**config.mk**
```make
export PLATFORM = sky130hd
export DESIGN_NAME = irSirCodec
export DESIGN_NICKNAME = d
export VERILOG_FILES = /design/src/rtl/irSirPkg.sv /design/src/rtl/irSirTxTiming.sv /design/src/rtl/irSirRxTiming.sv /design/src/rtl/irSirDatapath.sv /design/src/rtl/irSirCodec.sv
export SDC_FILE = /design/constraint.sdc
export NUM_CORES = 1
export LEC_CHECK = 0
export ABC_AREA = 1
export BUFFER_PORTS_ARGS = -buffer_cell sky130_fd_sc_hd__buf_2
export CORE_ASPECT_RATIO = 0.8
export CORE_UTILIZATION = 35
export DETAILED_ROUTE_END_ITERATION = 16
export MAX_ROUTING_LAYER = met4
export PLACE_DENSITY = 0.54
export SLEW_MARGIN = 20
export SYNTH_ARGS = -nofsm -noshare
export SYNTH_HDL_FRONTEND = slang
export SYNTH_SLANG_ARGS = --single-unit
```
**constraint.sdc**
```tcl
create_clock -name clk -period 1.34 [get_ports clk]
set_clock_uncertainty 0.05 [all_clocks]
set_input_delay 0.268 -clock clk [delete_from_list [all_inputs] [get_ports clk]]
set_output_delay 0.268 -clock clk [all_outputs]
set_load 0.01 [all_outputs]
```
**src/rtl/irSirPkg.sv**
```systemverilog
package irSirPkg;
  // Strobes handed from the timing controllers to the datapath
  typedef struct packed {
    logic txPulse;  // encoder pulse window is open
    logic rxHold;   // decoder is stretching a received pulse
  } irStrobeT;
endpackage

```
**src/rtl/irSirTxTiming.sv**
```systemverilog
module irSirTxTiming #(
  parameter int TICKS_PER_BIT = 16,
  parameter int PULSE_START   = 7,
  parameter int PULSE_LEN     = 3,
  parameter int PULSE_CLKS    = 325
) (
  input  logic clk,
  input  logic rstN,
  input  logic baudTick,
  input  logic txBit,
  input  logic txFixedWidth,
  output logic txPulse
);
  localparam int PHASE_W = $clog2(TICKS_PER_BIT);
  localparam int FIX_W   = $clog2(PULSE_CLKS + 1);
  localparam logic [PHASE_W-1:0] PH_LAST  = PHASE_W'(TICKS_PER_BIT - 1);
  localparam logic [PHASE_W-1:0] PH_ARM   = PHASE_W'(PULSE_START - 1);
  localparam logic [PHASE_W-1:0] PH_FIRST = PHASE_W'(PULSE_START);
  localparam logic [PHASE_W-1:0] PH_END   = PHASE_W'(PULSE_START + PULSE_LEN - 1);
  localparam logic [FIX_W-1:0]   FIX_LOAD = FIX_W'(PULSE_CLKS);

  logic               txPrev;
  logic [PHASE_W-1:0] phase;
  logic [FIX_W-1:0]   fixCnt;
  logic               bitEdge;
  logic               pulseFrac;
  logic               pulseFix;

  assign bitEdge = txBit ^ txPrev;

  // Position inside the current bit; every UART transition marks a boundary
  always_ff @(posedge clk or negedge rstN) begin
    if (!rstN) begin
      txPrev <= 1'b1;
      phase  <= '0;
    end else begin
      txPrev <= txBit;
      if (bitEdge)
        phase <= '0;
      else if (baudTick)
        phase <= (phase == PH_LAST) ? '0 : phase + 1'b1;
    end
  end

  // Fixed-width pulse: armed by the tick that enters the start position
  always_ff @(posedge clk or negedge rstN) begin
    if (!rstN)
      fixCnt <= '0;
    else if (!bitEdge && baudTick && phase == PH_ARM && !txPrev)
      fixCnt <= FIX_LOAD;
    else if (fixCnt != '0)
      fixCnt <= fixCnt - 1'b1;
  end

  assign pulseFrac = !txPrev && (phase >= PH_FIRST) && (phase <= PH_END);
  assign pulseFix  = (fixCnt != '0);
  assign txPulse   = txFixedWidth ? pulseFix : pulseFrac;
endmodule

```
**src/rtl/irSirRxTiming.sv**
```systemverilog
module irSirRxTiming #(
  parameter int HOLD_TICKS = 16
) (
  input  logic clk,
  input  logic rstN,
  input  logic baudTick,
  input  logic rxActive,
  output logic rxHold
);
  localparam int HOLD_W = $clog2(HOLD_TICKS + 1);
  localparam logic [HOLD_W-1:0] HOLD_LOAD = HOLD_W'(HOLD_TICKS);

  logic              activePrev;
  logic [HOLD_W-1:0] holdCnt;
  logic              pulseStart;

  assign pulseStart = rxActive && !activePrev;

  always_ff @(posedge clk or negedge rstN) begin
    if (!rstN) begin
      activePrev <= 1'b1;
      holdCnt    <= '0;
    end else begin
      activePrev <= rxActive;
      if (pulseStart)
        holdCnt <= HOLD_LOAD;
      else if (baudTick && holdCnt != '0)
        holdCnt <= holdCnt - 1'b1;
    end
  end

  assign rxHold = (holdCnt != '0);
endmodule

```
**src/rtl/irSirDatapath.sv**
```systemverilog
module irSirDatapath
  import irSirPkg::*;
(
  input  logic     clk,
  input  logic     rstN,
  input  irStrobeT strobes,
  input  logic     txIrEn,
  input  logic     rxIrEn,
  input  logic     txInvert,
  input  logic     rxInvert,
  input  logic     txBit,
  input  logic     irRxIn,
  output logic     rxActive,
  output logic     irTxOut,
  output logic     rxBit
);
  logic syncA;
  logic syncB;

  always_ff @(posedge clk or negedge rstN) begin
    if (!rstN) begin
      syncA <= 1'b1;
      syncB <= 1'b1;
    end else begin
      syncA <= irRxIn;
      syncB <= syncA;
    end
  end

  always_ff @(posedge clk or negedge rstN) begin
    if (!rstN)
      irTxOut <= 1'b1;
    else if (txIrEn)
      irTxOut <= strobes.txPulse ^ txInvert;
    else
      irTxOut <= txBit;
  end

  assign rxActive = syncB ^ rxInvert;
  assign rxBit    = rxIrEn ? !strobes.rxHold : syncB;
endmodule

```
**src/rtl/irSirCodec.sv**
```systemverilog
module irSirCodec
  import irSirPkg::*;
#(
  parameter int CLK_MHZ       = 200,
  parameter int PULSE_NS      = 1627,
  parameter int TICKS_PER_BIT = 16,
  parameter int PULSE_START   = 7,
  parameter int PULSE_LEN     = 3,
  parameter int HOLD_TICKS    = 16
) (
  input  logic clk,
  input  logic rstN,
  input  logic baudTick16,
  input  logic txIrEn,
  input  logic rxIrEn,
  input  logic txFixedWidth,
  input  logic txInvert,
  input  logic rxInvert,
  input  logic txBit,
  input  logic irRxIn,
  output logic irTxOut,
  output logic rxBit
);
  localparam int PULSE_CLKS = (CLK_MHZ * PULSE_NS) / 1000;

  irStrobeT strobes;
  logic     txPulse;
  logic     rxHold;
  logic     rxActive;

  assign strobes.txPulse = txPulse;
  assign strobes.rxHold  = rxHold;

  irSirTxTiming #(
    .TICKS_PER_BIT(TICKS_PER_BIT),
    .PULSE_START  (PULSE_START),
    .PULSE_LEN    (PULSE_LEN),
    .PULSE_CLKS   (PULSE_CLKS)
  ) uTxTiming (
    .clk         (clk),
    .rstN        (rstN),
    .baudTick    (baudTick16),
    .txBit       (txBit),
    .txFixedWidth(txFixedWidth),
    .txPulse     (txPulse)
  );

  irSirRxTiming #(
    .HOLD_TICKS(HOLD_TICKS)
  ) uRxTiming (
    .clk     (clk),
    .rstN    (rstN),
    .baudTick(baudTick16),
    .rxActive(rxActive),
    .rxHold  (rxHold)
  );

  irSirDatapath uDatapath (
    .clk     (clk),
    .rstN    (rstN),
    .strobes (strobes),
    .txIrEn  (txIrEn),
    .rxIrEn  (rxIrEn),
    .txInvert(txInvert),
    .rxInvert(rxInvert),
    .txBit   (txBit),
    .irRxIn  (irRxIn),
    .rxActive(rxActive),
    .irTxOut (irTxOut),
    .rxBit   (rxBit)
  );
endmodule

```
==> results of run 1 <==
worst reg2reg max path: stages (launching register included):
cell and delay, ns:
dfrtp_1 0.40, inv_2 0.08, ha_4 0.13, inv_2 0.04, nor3_4 0.14, nand2_2 0.08, buf_4 0.14, buf_6 0.11
nand2_8 0.07, o21bai_1 0.06, and3_1 0.14
registers in the layout, summed over array words and instances (netlist names):
signal and cells:
uTxTiming.fixCnt 9, uRxTiming.holdCnt 5, uTxTiming.phase 4, uDatapath.irTxOut 1, uDatapath.syncA 1, uDatapath.syncB 1
uRxTiming.activePrev 1, uTxTiming.txPrev 1
worst max-delay path by stage:
stage                                           from  endpoint  slack (ns)  cells past startpoint
global placement    uRxTiming.holdCnt[1]$_DFFE_PN0P_     rxBit        -0.1                      7
global route        uRxTiming.holdCnt[1]$_DFFE_PN0P_     rxBit       -0.52                      7
finish              uRxTiming.holdCnt[0]$_DFFE_PN0P_     rxBit       -0.38                      7
floorplan           uRxTiming.holdCnt[0]$_DFFE_PN0P_     rxBit      -0.003                      6
detailed placement  uRxTiming.holdCnt[1]$_DFFE_PN0P_     rxBit       -0.14                      7
CTS                 uRxTiming.holdCnt[1]$_DFFE_PN0P_     rxBit       -0.38                      7
synthesized netlist by cell type, types with 3 or more instances:
| cell type | count | area [sq um] |
|---|---|---|
| dfrtp_1 | 18 | 450 |
| inv_1 | 25 | 93.8 |
| nand2_1 | 36 | 135 |
| nor2_1 | 11 | 41.3 |
| nand3_1 | 12 | 60.1 |
| nor2_4 | 3 | 33.8 |
| xor2_1 | 3 | 26.3 |
| o21ai_0 | 6 | 30.0 |
| ha_1 | 6 | 75.1 |
| nor3_1 | 3 | 15.0 |
| dfstp_2 | 5 | 131 |
report_power, final:
group / switching (mW) / leakage, nW / internal, mW / total (mW)
logic: 0.611 / 0.561 / 0.648 / 1.26
clock network: 0.224 / 0.0255 / 0.208 / 0.431
registers: 0.199 / 0.267 / 0.908 / 1.11
total: 1.03 / 0.854 / 1.76 / 2.80
routing by layer:
metal  up-vias  global-route usage (%)  share of wire, %
met5         -                       -                 0
met4         0                    3.50              0.96
met1       500                    19.8                46
met3         4                    4.96               4.2
met2        23                    24.6                49
li1        537                       -                 -
metrics by stage:
stage	std cells	cell area, sq um	hold slack, ns	power, mW
finish	227	1770	0.0474	2.80
global route	227	1770	0.0268	3.03
CTS	225	1640	0.0462	2.60
detailed placement	211	1440	0.235	1.92
global placement	211	1440	0.232	1.89
floorplan	149	1260	-0.0776	1.61
cell families after synthesis:
kind of cell / Yosys count
AOI/OAI and AO/OA: 15
xor gates and xnor gates: 5
adders and majority gates: 6
buffers and inverters: 26
DFF: 23
and+or+nand+nor: 74
cell type report:
cell class | instances | area [sq um] | area share, %
inverters | 26 | 105 | 5.95
multi-input cells | 100 | 759 | 43.0
clock inverters | 1 | 5.00 | 0.283
repair buffers | 32 | 219 | 12.4
flip-flops and latches | 23 | 584 | 33.1
clock buffers | 3 | 41.3 | 2.34
well taps | 42 | 52.6 | 2.97
repair_timing:
action                     in CTS  in global routing
hold endpoints to repair       18                  0
pin swaps                       9                 12
hold buffers                    1                  0
setup buffers                  12                  2
resized for setup              25                 32
setup endpoints to repair      14                 16
==> out/results.md, run 1 <==
| Group | Metric | This run |
| --- | --- | --- |
| yosys | Number of enable flip-flop cells after synthesis | 0 |
| clock network | Clock input transition at the sequential cells of the worst setup and hold paths | 0.08 ns |
| critical path | Delay of the slowest cell on the worst path | 0.40 ns |
| floorplanning | Floorplan die height | 55.4 um |
| yosys | Post-synth ARST share | 100% |
| floorplanning | Total die area | 3810 sq um |
| detailed routing | Routed len/inst | 11.5 um |
| grt | Overall track demand over capacity in global routing | 15.8% |
| critical path | Crit-path cells | inv_2 -> ha_4 -> inv_2 -> nor3_4 -> nand2_2 -> a21oi_2 -> buf_2 |
| pwr | Maximum vdd ir drop | 0.604 mV |
| yosys | Fraction of synthesized cell area in xor and xnor cells | 4.11% |
| critical path | Type of the setup path with the least slack | reg2out |
| sta | Final worst-path setup slack | -0.375 ns |
| critical path | Slowest cell on crit path | dfrtp_1 |
| finish | Number of diodes | 0 |
| grt | First-pass GRT wire length | 4.34 mm |
| yosys | Average instance area after synthesis | 8.38 sq um |
| sta | Actual transition at the worst max-transition pin | 0.527 ns |
| sta | Max_slew headroom | 64.9% |
| detailed routing | Number of nets with antenna violations after detailed routing | 0 |
| yosys | Area of the mapped netlist | 1250 sq um |
| grt | Pin count of the biggest net entering global routing | 24 |
| critical path | Register-to-register setup slack | -0.19 ns |
| grt | Via count of the first global-routing pass | 1042 |
| status | Result of the run | complete, but fails checks |
| place | Number of buffer cells added on primary ports | 11 |
| floorplanning | Die width | 68.8 um |
| sta | Achievable Freq | 583 MHz |
| finish | Leading cell type in the layout, fill and taps excluded | nand2_1 |
| yosys | Main synth FF type | dfrtp_1 |
| status | Violated checks | setup timing |
| yosys | Sequential cell area fraction in the yosys report | 46.6% |
| critical path | Maximum fanout encountered on the critical timing path | 2 |
| critical path | Capturing point of the worst reg2reg path | uRxTiming.holdCnt[2]$_DFFE_PN0P_ |
| sta | Final clock period utilization by the worst path | 128% |
| critical path | Worst reg2reg path depth | 10 |
| yosys | Nets in the synthesized netlist | 165 |
| critical path | WP data arrival | 1.40 ns |
| place | Placement Setup Slack | -0.138 ns |
| sta | Unrepaired setup endpoints after global routing | yes |
| finish | Synth-to-layout area growth | 41.5% |
| detailed routing | Average vias per placed instance | 4.69 |
| floorplanning | Row Count | 19 |
| job | MaxCap Viol Count | 0 |
| detailed routing | Detailed-router iteration count before antenna repair | 4 |
| detailed routing | DRC violations left | 0 |
| sta | Hold Fails Final Rpt | 0 |
| yosys | Yosys warnings | 0 |
| detailed routing | DR iter-0 viols | 36 |
| critical path | Reg-to-reg startpoint | uRxTiming.holdCnt[0]$_DFFE_PN0P_ |
| critical path | Critical Path Sink Type | output port |
| finish | Fill cell instance count of the final layout | 320 |
| yosys | Gate count of the mapped netlist | 149 |
| critical path | Dominant delay contributor by cell family on the critical path | flip-flops |
| worst hold path | Class of the tightest hold or removal check | in2reg |
| finish | Highest-count cells in the layout ignoring fill and taps | 26 x nand2_1, 19 x buf_4, 16 x inv_1, 16 x dfrtp_1, 11 x buf_2 |
| worst hold path | Hold path start | irRxIn |
| finish | Util after Layout | 51.6% |
| finish | Fraction of final layout cells with drive strength greater than 1 | 49.2% |
| sta | Final min period | 1.72 ns |
| floorplanning | Starting density of the core | 36.5% |
| detailed routing | Routed vias | 1064 |
| sta | Total negative slack for setup checks | -1.10 ns |
| yosys | Register bit count reported by yosys | 23 |
| clock network | Clock tree from TritonCTS | yes |
| critical path | Buf+Inv Stages, Crit Path | 3 |
| worst hold path | WHS Path Cells | 1 |
| clock network | Worst skew pair latency | 0.27 ns |
| sta | Setup violation total in the final timing report | 8 |
| critical path | Cell seen most often among critical-path stages | inv_2 |
| worst hold path | Worst Hold End | uDatapath.syncA$_DFF_PN1_ |
| floorplanning | Placeable core region | 3420 sq um |
| sta | Total count of max-transition violations in the final report | 0 |
| pwr | Power per Cell Area | 1580 nW/um^2 |
| place | RePlAce Congestion | 0.858 |
| yosys | Post-Synth Simple-Gate Area | 28.2% |
| critical path | Startpoint type of the worst setup path | register |
| place | Half-perimeter wire length after detailed placement | 1.70 mm |
| grt | Number of antenna violations at the first check in global routing | 0 |
| finish | NumNets Final | 202 |
| detailed routing | Sum of routed wire length over all layers | 2.60 mm |
| yosys | Combinational family with the most area after synthesis | simple AND/OR/NAND/NOR gates |
| pwr | Leakage power of the design | 0.854 nW |
| clock network | Clock Path Buffers | 2 |
| clock network | Maximum level of the CTS H-tree | 1 |
| grt | Gr ovfl total | 0 |
| floorplanning | IO Count | 12 |
| clock network | Clk sinks | 23 |
| yosys | Proportion of synthesized area in mux cells | 0% |
| yosys | Area fraction in compound gates after synthesis | 7.31% |
| critical path | Data required time at the worst endpoint | 1.02 ns |
| clock network | CTS buffer count | 3 |
| yosys | Adder-cell share of the synthesized area | 6.01% |
| clock network | Root cell of the clock tree | clkbuf_8 |
| yosys | Count of distinct cell types in the synthesized netlist | 26 |
Note: power is estimated with default switching activity, not from simulation.
==> run 2: changes to the inputs <==
Settings changed: SYNTH_HIERARCHICAL set to 1.
==> out/results.md, run 2 <==
| Group | Metric | This run |
| --- | --- | --- |
| sta | Actual transition at the worst max-transition pin | 0.546 ns |
| worst hold path | Class of the tightest hold or removal check | in2reg |
| sta | Final clock period utilization by the worst path | 115% |
| pwr | Combinational Power Share | 46.6% |
| yosys | Post-synth ARST share | 100% |
| grt | Via count of the first global-routing pass | 1204 |
| clock network | Maximum level of the CTS H-tree | 1 |
| place | Placement Setup Slack | -0.137 ns |
| detailed routing | DR iter-0 viols | 41 |
| pwr | Maximum vdd ir drop | 0.609 mV |
| sta | Unrepaired setup endpoints after global routing | yes |
| place | RePlAce Congestion | 0.837 |
| critical path | Type of the setup path with the least slack | reg2out |
| yosys | Area of the mapped netlist | 1330 sq um |
| yosys | Register bit count reported by yosys | 23 |
| clock network | Worst skew pair latency | 0.27 ns |
| pwr | Leakage power of the design | 0.937 nW |
| grt | Overall track demand over capacity in global routing | 16.7% |
| floorplanning | Placeable core region | 3520 sq um |
| status | Result of the run | complete, but fails checks |
| floorplanning | Die width | 70.9 um |
| grt | Gr ovfl total | 0 |
| yosys | Biggest area contributors in the synthesized netlist | dfrtp_1 34%, nand2_1 12%, dfstp_2 9.9% |
| critical path | Worst reg2reg path depth | 10 |
| yosys | Cell with the most instances after synthesis | nand2_1 |
| floorplanning | Floorplan die height | 57.1 um |
| detailed routing | Routed vias | 1201 |
| yosys | Cell type with the highest aggregate area in the netlist | dfrtp_1 |
| critical path | Maximum fanout encountered on the critical timing path | 4 |
| pwr | Sw power | 1.06 mW |
| yosys | Sequential cell area fraction in the yosys report | 43.8% |
| critical path | Reg-to-reg startpoint | uTxTiming/phase[0]$_DFFE_PN0P_ |
| finish | Flip-flop count of the largest register, all copies and words added | 9 |
| clock network | Clock input transition at the sequential cells of the worst setup and hold paths | 0.09 ns |
| critical path | Data required time at the worst endpoint | 1.02 ns |
| clock network | Clock Path Buffers | 2 |
| sta | Achievable Freq | 648 MHz |
| finish | NumNets Final | 229 |
| yosys | Top cell types by occurrence after synthesis | 44 x nand2_1, 28 x inv_1, 18 x dfrtp_1, 15 x nand3_1, 15 x nor2_1 |
| sta | Total count of max-transition violations in the final report | 0 |
| critical path | Critical Path Sink Type | output port |
| job | MaxCap Viol Count | 0 |
| sta | Final worst-path setup slack | -0.204 ns |
| floorplanning | IO Count | 12 |
| grt | Pin count of the biggest net entering global routing | 24 |
| place | Half-perimeter wire length after detailed placement | 2.06 mm |
| clock network | Root cell of the clock tree | clkbuf_8 |
| place | Placed cell count | 239 |
| critical path | Critical path origin | uRxTiming/holdCnt[2]$_DFFE_PN0P_ |
| status | Violated checks | setup timing |
| floorplanning | Starting density of the core | 37.8% |
| yosys | Number of enable flip-flop cells after synthesis | 0 |
| finish | Number of diodes | 0 |
| yosys | Average instance area after synthesis | 7.96 sq um |
| detailed routing | DRC violations left | 0 |
| pwr | Switching fraction of total power | 37.6% |
| finish | Highest-count cells in the layout ignoring fill and taps | 37 x nand2_1, 24 x buf_4, 19 x inv_1 |
| detailed routing | Detailed-router iteration count before antenna repair | 6 |
| floorplanning | Total die area | 4050 sq um |
| critical path | Startpoint type of the worst setup path | register |
| finish | Registers with the most flip-flops | uTxTiming/fixCnt (9), uRxTiming/holdCnt (5), uTxTiming/phase (4) |
| sta | Max_slew headroom | 63.6% |
| detailed routing | Average vias per placed instance | 4.73 |
| finish | Synth-to-layout area growth | 42.4% |
| sta | Setup violation total in the final timing report | 9 |
| clock network | Clk sinks | 23 |
| pwr | Flop pwr share | 37.9% |
| pwr | Clock share of power | 15.5% |
| grt | First-pass GRT wire length | 5.15 mm |
| yosys | Share of the synthesized area in the top cell type | 33.9% |
| finish | Leading cell type in the layout, fill and taps excluded | nand2_1 |
| sta | Hold Fails Final Rpt | 0 |
| floorplanning | Row Count | 19 |
| grt | Number of antenna violations at the first check in global routing | 0 |
| detailed routing | Sum of routed wire length over all layers | 3.06 mm |
| yosys | Main synth FF type | dfrtp_1 |
| detailed routing | Routed len/inst | 12.0 um |
| sta | Total negative slack for setup checks | -0.529 ns |
| critical path | Crit path capture | rxBit |
| finish | Largest reg by FF count | uTxTiming/fixCnt |
| pwr | Total power consumption of the routed design | 2.83 mW |
| yosys | Count of distinct cell types in the synthesized netlist | 21 |
| sta | Final min period | 1.54 ns |
| finish | Fraction of final layout cells with drive strength greater than 1 | 45.8% |
| yosys | Nets in the synthesized netlist | 183 |
| pwr | Internal power consumption | 1.76 mW |
| finish | Final standard cell count with taps included and fillers excluded | 254 |
| yosys | Yosys warnings | 6 |
| critical path | Register-to-register setup slack | -0.06 ns |
| yosys | Gate count of the mapped netlist | 167 |
| place | Number of buffer cells added on primary ports | 11 |
| critical path | WP data arrival | 1.23 ns |
| clock network | Clock tree from TritonCTS | yes |
| clock network | CTS buffer count | 3 |
| detailed routing | Number of nets with antenna violations after detailed routing | 0 |
| critical path | Capturing point of the worst reg2reg path | uDatapath/irTxOut$_DFF_PN1_ |
| pwr | Power per Cell Area | 1490 nW/um^2 |
| finish | Fill cell instance count of the final layout | 336 |
run 2: changes by cell type after synthesis, sizes merged, moves of 2 or more:
cell   delta
a21oi     +2
inv       +3
nand2     +8
nand3     +4
nand4     +4
nor2      +5
nor3      -3
o22ai     -2
xnor2     -2
run 2: power groups by stage:
stage / Combinational (mW) / Clock (mW) / Sequential [mW]
2_1_floorplan: 0.657 / 0 / 1.06
3_3_place_gp: 1.02 / 0 / 1.06
3_5_place_dp: 1.06 / 0 / 1.07
4_1_cts: 1.19 / 0.454 / 1.06
5_1_grt: 1.48 / 0.477 / 1.10
6_report: 1.32 / 0.438 / 1.07
run 2: stage by stage:
stage / hold slack [ns] / utilization [%] / instance area, sq um
after CTS: 0.0420 / 50.4 / 1770
after global routing: 0.0380 / 53.8 / 1890
after global placement: 0.231 / 46.0 / 1620
after detailed placement: 0.230 / 46.0 / 1620
final: 0.0433 / 53.8 / 1890
after floorplan: -0.0776 / - / 1370
run 2: logic make-up after synthesis:
logic type	synth area share, %
XOR/XNOR	2.64
flip-flops	43.8
AO/OA/AOI/OAI	5.09
AND/OR/NAND/NOR	34.7
buffers and inverters	8.19
adder cells (fa/ha/maj)	5.65
run 2: how the worst min path moves through the flow:
stage	slack (ns)	start	depth (start not counted)	endpoint
2_1_floorplan	-0.08	rstN	0	uRxTiming/holdCnt[0]$_DFFE_PN0P_
3_3_place_gp	0.23	rstN	1	uTxTiming/fixCnt[2]$_DFFE_PN0P_
3_5_place_dp	0.23	rstN	1	uTxTiming/fixCnt[2]$_DFFE_PN0P_
4_1_cts	0.04	irRxIn	1	uDatapath/syncA$_DFF_PN1_
5_1_grt	0.04	irRxIn	1	uDatapath/syncA$_DFF_PN1_
6_report	0.04	irRxIn	1	uDatapath/syncA$_DFF_PN1_
run 2: cell type report:
cell class,count,area [sq um],area share (%)
well taps,42,52.6,2.78
multi-input cells,115,797,42.1
inverters,29,111,5.89
clock buffers,4,45.0,2.38
repair buffers,41,302,15.9
flip-flops and latches,23,584,30.9
run 2: critical path: stages (launching register included):
cell	delay [ns]
dfrtp_1	0.43
nor2_2	0.18
nand3_4	0.10
a21oi_2	0.11
buf_2	0.13
run 2: repair_timing:
| action | in CTS | in global routing |
|---|---|---|
| setup endpoints to repair | 8 | 16 |
| hold endpoints to repair | 18 | 0 |
| buffers inserted | 6 | 5 |
| pin swaps | 10 | 15 |
| hold buffers | 1 | 0 |
| resized for setup | 16 | 32 |
run 2: routing by layer:
metal | routed length, um | vias up | track usage, %
met5 | 0 | - | -
met4 | 42 | 0 | 3.43
met3 | 89 | 6 | 4.24
met2 | 1520 | 21 | 29.4
met1 | 1410 | 560 | 19.5
li1 | - | 614 | -
